<file path="src/rtl/vout_ref_chain.sv">
module vout_ref_chain #(
  parameter int SP_W       = 16,
  parameter int ACC_W      = 20,
  parameter int DK_W       = 8,
  parameter int DK_FRAC    = 4,
  parameter int IO_W       = 12,
  parameter int GAIN_W     = 16,
  parameter int GAIN_FRAC  = 15
) (
  input  logic                 clk,
  input  logic                 rst_n,
  input  logic [1:0]           op_mode,
  input  logic [SP_W-1:0]      set_nom,
  input  logic [SP_W-1:0]      set_hi,
  input  logic [SP_W-1:0]      set_lo,
  input  logic [SP_W-1:0]      user_trim,
  input  logic [SP_W-1:0]      fact_cal,
  input  logic [DK_W-1:0]      droop_k,
  input  logic [IO_W-1:0]      i_out,
  input  logic [SP_W-1:0]      v_ceiling,
  input  logic [GAIN_W-1:0]    loop_gain,
  input  logic                 clear_faults,
  output logic [SP_W-1:0]      vref,
  output logic                 limit_alarm
);
  localparam int EXT    = ACC_W - SP_W;
  localparam int PROD_W = DK_W + IO_W - 1;
  localparam int DR_W   = PROD_W - DK_FRAC;
  localparam int MUL_W  = SP_W + GAIN_W + 1;
  localparam int OUT_W  = MUL_W - GAIN_FRAC;
  localparam logic [MUL_W-1:0] HALF = MUL_W'(1) << (GAIN_FRAC - 1);

  // stage 1: select, offsets, droop magnitude
  logic [SP_W-1:0]          base;
  logic signed [ACC_W-1:0]  sum_c, s1_sum;
  logic [ACC_W-1:0]         s1_droop;
  logic [PROD_W-1:0]        dprod;
  logic                     i_pos;

  always_comb begin
    unique case (op_mode)
      2'b01:   base = set_hi;
      2'b10:   base = set_lo;
      default: base = set_nom;
    endcase
  end

  assign sum_c = $signed({{EXT{1'b0}}, base})
               + $signed({{EXT{user_trim[SP_W-1]}}, user_trim})
               + $signed({{EXT{fact_cal[SP_W-1]}}, fact_cal});
  assign i_pos = !i_out[IO_W-1] && (i_out != '0);
  assign dprod = i_pos ? PROD_W'(droop_k) * PROD_W'(i_out[IO_W-2:0]) : '0;

  always_ff @(posedge clk or negedge rst_n) begin
    if (!rst_n) begin
      s1_sum   <= '0;
      s1_droop <= '0;
    end else begin
      s1_sum   <= sum_c;
      s1_droop <= ACC_W'(dprod[PROD_W-1:DK_FRAC]);
    end
  end

  // stage 2: subtract droop, floor, ceiling
  logic signed [ACC_W:0]    diff;
  logic [ACC_W:0]           floored;
  logic                     over;
  logic [SP_W-1:0]          s2_val;
  logic                     s2_clamp;

  assign diff    = $signed({s1_sum[ACC_W-1], s1_sum}) - $signed({1'b0, s1_droop});
  assign floored = diff[ACC_W] ? '0 : diff;
  assign over    = floored > (ACC_W+1)'(v_ceiling);

  always_ff @(posedge clk or negedge rst_n) begin
    if (!rst_n) begin
      s2_val   <= '0;
      s2_clamp <= 1'b0;
    end else begin
      s2_val   <= over ? v_ceiling : floored[SP_W-1:0];
      s2_clamp <= over;
    end
  end

  // stage 3: scale with round half up and saturation, sticky alarm
  logic [MUL_W-1:0] scaled;
  logic [OUT_W-1:0] q;

  assign scaled = MUL_W'(s2_val) * MUL_W'(loop_gain) + HALF;
  assign q      = scaled[MUL_W-1:GAIN_FRAC];

  always_ff @(posedge clk or negedge rst_n) begin
    if (!rst_n) begin
      vref        <= '0;
      limit_alarm <= 1'b0;
    end else begin
      vref        <= (q > OUT_W'({SP_W{1'b1}})) ? {SP_W{1'b1}} : q[SP_W-1:0];
      limit_alarm <= s2_clamp | (limit_alarm & ~clear_faults);
    end
  end

  AST_DROOP_IDLE: assert property (@(posedge clk) disable iff (!rst_n)
    (i_out[IO_W-1] || i_out == '0) |=> (s1_droop == '0));

  AST_CEILING_BOUND: assert property (@(posedge clk) disable iff (!rst_n)
    ##1 (s2_val <= $past(v_ceiling)));

  AST_ZERO_SCALES_ZERO: assert property (@(posedge clk) disable iff (!rst_n)
    (s2_val == '0) |=> (vref == '0));

  AST_ALARM_SET: assert property (@(posedge clk) disable iff (!rst_n)
    s2_clamp |=> limit_alarm);

  AST_ALARM_HOLD: assert property (@(posedge clk) disable iff (!rst_n)
    (limit_alarm && !clear_faults) |=> limit_alarm);

  AST_ALARM_CLEAR: assert property (@(posedge clk) disable iff (!rst_n)
    (clear_faults && !s2_clamp) |=> !limit_alarm);
endmodule

</file>
<file path="config.mk">
export PLATFORM = sky130hd
export DESIGN_NAME = vout_ref_chain
export DESIGN_NICKNAME = d
export VERILOG_FILES = /design/src/rtl/vout_ref_chain.sv
export SDC_FILE = /design/constraint.sdc
export NUM_CORES = 1
export LEC_CHECK = 0
export CELL_PAD_IN_SITES_DETAIL_PLACEMENT = 1
export CELL_PAD_IN_SITES_GLOBAL_PLACEMENT = 2
export CORE_ASPECT_RATIO = 2
export CORE_UTILIZATION = 41
export CTS_CLUSTER_DIAMETER = 120
export CTS_CLUSTER_SIZE = 24
export DETAILED_ROUTE_END_ITERATION = 8
export DONT_BUFFER_PORTS = 1
export HOLD_SLACK_MARGIN = 0.1
export PLACE_DENSITY_LB_ADDON = 0.1
export SLEW_MARGIN = 20
export SYNTH_ARGS = -nofsm -noshare
export SYNTH_HDL_FRONTEND = slang
export SYNTH_SLANG_ARGS = --single-unit
</file>
<file path="constraint.sdc">
create_clock -name clk -period 8.9 [get_ports clk]
set_clock_uncertainty 0.1 [all_clocks]
set_input_delay 0.445 -clock clk [delete_from_list [all_inputs] [get_ports clk]]
set_output_delay 0.445 -clock clk [all_outputs]
set_load 0.1 [all_outputs]
</file>
==> metrics.csv <==
metric,value,unit
fmax,141,MHz
H-tree depth,3,
required time worst endpoint,9.00,ns
Worst-path clk slew,0.07,ns
vias per inst,5.33,
PortBufs,0,
CP Capture Type,flop,
CTS buffer count,9,
Mapped Cells,1883,
Mapped Avg Cell Area,8.67,um2
Post-CTS Setup Inserts,0,
1st-iter DRT viols,301,
drt first pass iters,4,
Post-Place Setup Slack,1.79,ns
Tmin final,7.08,ns
global-route wire length before repair,75800,um
top_reg_cell synth,dfrtp_1,
Die Width,143,um
status,"finished, final reports clean",
largest net degree at the start of global routing,69,
GP Congestion,0.835,
max_cap viols,0,
Area after DPL,16700,um2
critical path arrival,7.18,ns
Sinks on Clock Net,68,
clock root cell,clkbuf_16,
Cell Rows,103,
"Remaining Overflow, GRT",0,
fillcell total,4657,
synthesized cell area,16300,um2
wire per inst,20.6,um
final worst setup slack,1.82,ns
Core ar.,39300,um2
yosys warns,0,
Post-Synth XOR/XNOR Area,2.25,%
Routed Antenna Nets,0,
Post-Syn Nets,2490,
Synth Register Bits,68,
Setup TNS Final,0,ns
number of global-route vias before repair,14500,
Reg2Reg Setup Slack,1.82,ns
die height,284,um
unrepaired setup endpoints after global routing,false,
final WL,48700,um
Initial Util,41.5,%
Final Cycle Share,79.6,%
Layout area overhead,4.80,%
Clock Path Buffers,2,
ratio of cells with drive above 1 in the final layout,1.85,%
critical path startpoint category,flop,
initial antenna violation count,0,
Worst Tran Pin Value,0.925,ns
Synth Area in Simple Gates,17.6,%
Synth cell types,73,
"EDFF count, synth",0,
Adder-Cell Fraction of Synth Area,48.4,%
Crit Path Class,flop to flop,
die area,40700,um2
mux cell area share after synthesis,0.138,%
Top Ports,154,
Worst-Skew Late Latency,0.37,ns
gr usage total,25.2,%
largest family of logic cells by synthesized area,adder cells,
sequential-to-total area share from yosys stat,10.4,%
ys async rst share,100,%
area fraction in compound gates after synthesis,10.1,%
Ant. Diodes,0,
DR vias,12600,
path category of the worst min-delay check,input port to flop,
nets,2438,
final number of setup-violating endpoints,0,
DP Wirelength,41800,um
Max transition margin,38.4,%
final instance area,17100,um2
Crit Path Max Fanout,16,
CTS tree,built,
Residual DRC,0,
Final Hold Viols,0,
Slew Limit Fails,0,
[kinds of logic (layout without fill, tap and decap cells)]
kind of cell | after synthesis | count (layout)
simple gates | 582 | 582
xor+xnor | 42 | 42
fa+ha+maj | 470 | 470
flops | 68 | 68
buf+inv | 477 | 430
mux | 2 | 2
compound gates | 242 | 242
[state kept, by name, summed over array words and instances, names as in the netlist]
register and count:
s1_sum 19, s2_clamp 1, s2_val 16, s1_droop 15, vref 16, limit_alarm 1
[metal layers]
layer  track usage [%]  vias to the layer above  routed length, um  share of wire (%)
li1                  -                     5773                  -                  -
met1              21.0                     6455              14600                 30
met2              52.2                      248              29300                 60
met3              3.89                       98               1690                3.5
met4              15.1                        0               3060                6.3
met5                 0                        -                  0                  0
[per-stage QoR]
stage	hold WS [ns]	util [%]	instances
2_1_floorplan	0.0494	-	1883
6_report	0.118	43.5	2361
4_1_cts	0.105	43.5	2361
3_5_place_dp	0.0525	42.5	2342
5_1_grt	0.114	43.5	2361
3_3_place_gp	0.0519	42.5	2342
[worst max-delay path: stages (launching register included)]
cell and delay (ns):
dfrtp_1 0.69, nand2_1 0.15, fa_1 0.53, inv_1 0.05
fa_1 0.50, inv_1 0.06, fa_1 0.58, inv_1 0.07
fa_1 0.45, fa_1 0.49, inv_1 0.05, fa_1 0.47
inv_1 0.04, ha_1 0.34, a21oi_1 0.21, nand2_1 0.11
o2bb2ai_1 0.35, nor4b_4 0.13, a2111oi_2 0.45, nor3_1 0.14
nor4_4 0.72, o21ai_0 0.20
[cell usage in the layout, fill, tap and decap left out, drive strengths merged, types with 18 or more instances in the layout]
cell type | Yosys | final
nand2 | 238 | 238
a21o | 22 | 22
nand3 | 18 | 18
nor3 | 21 | 21
and2 | 162 | 162
xnor2 | 25 | 25
o21ai | 38 | 38
inv | 411 | 412
ha | 202 | 202
dfrtp | 68 | 68
nor2 | 74 | 74
fa | 268 | 268
a21oi | 63 | 63
[worst paths after layout]
| kind | from | to | cells after the start |
|---|---|---|---|
| worst min-delay path | v_ceiling[0] | s2_val[0] | 1 |
| min in group asynchronous | rst_n | s1_sum[18] | 2 |
| max in group asynchronous | rst_n | s2_val[1] | 2 |
| worst max-delay path | s2_val[5] | vref[6] | 21 |
| worst min register to register | s2_clamp | limit_alarm | 1 |
| worst max register to register | s2_val[5] | vref[6] | 21 |
[final cells by class]
type	count	area [um2]	share of cell area (%)
timing repair buffer	3	47.5	0.278
tap	525	657	3.84
clock buffer	9	225	1.32
multi-input combinational	1338	12800	74.9
clock inverter	7	124	0.724
sequential	68	1700	9.95
inverter	411	1540	9.02
[what timing repair did]
action	4_1_cts	5_1_grt
gates resized for setup	0	0
endpoints found under the hold margin	69	0
hold buffers	3	0
[cell usage after synthesis (4+ instances only)]
| master | count | area share, % |
|---|---|---|
| a22oi_1 | 16 | 0.74 |
| o31ai_1 | 7 | 0.32 |
| and2_1 | 162 | 6.2 |
| nor3_1 | 20 | 0.61 |
| o21a_1 | 15 | 0.69 |
| o211ai_1 | 9 | 0.41 |
| nand2_1 | 238 | 5.5 |
| ha_1 | 202 | 15 |
| nor2_1 | 74 | 1.7 |
| a21o_1 | 22 | 1.0 |
| a2111oi_0 | 5 | 0.27 |
| a22o_1 | 15 | 0.80 |
| or3_1 | 4 | 0.15 |
| nor2b_1 | 14 | 0.54 |
| nand2b_1 | 13 | 0.50 |
| inv_1 | 411 | 9.5 |
| nand4_1 | 12 | 0.46 |
| o21ai_1 | 4 | 0.12 |
| a31oi_1 | 4 | 0.15 |
| nor4_1 | 5 | 0.19 |
| fa_1 | 268 | 33 |
| clkbuf_1 | 58 | 1.3 |
| a21oi_1 | 63 | 1.9 |
| dfrtp_1 | 68 | 10 |
| xor2_1 | 17 | 0.91 |
| xnor2_1 | 25 | 1.3 |
| nand3_1 | 18 | 0.55 |
| o21ai_0 | 33 | 1.0 |
| a211oi_1 | 12 | 0.55 |
Power is left out: the tool's default activity adds up to more than one toggle a clock period on the data nets, which glitch-free logic cannot reach.
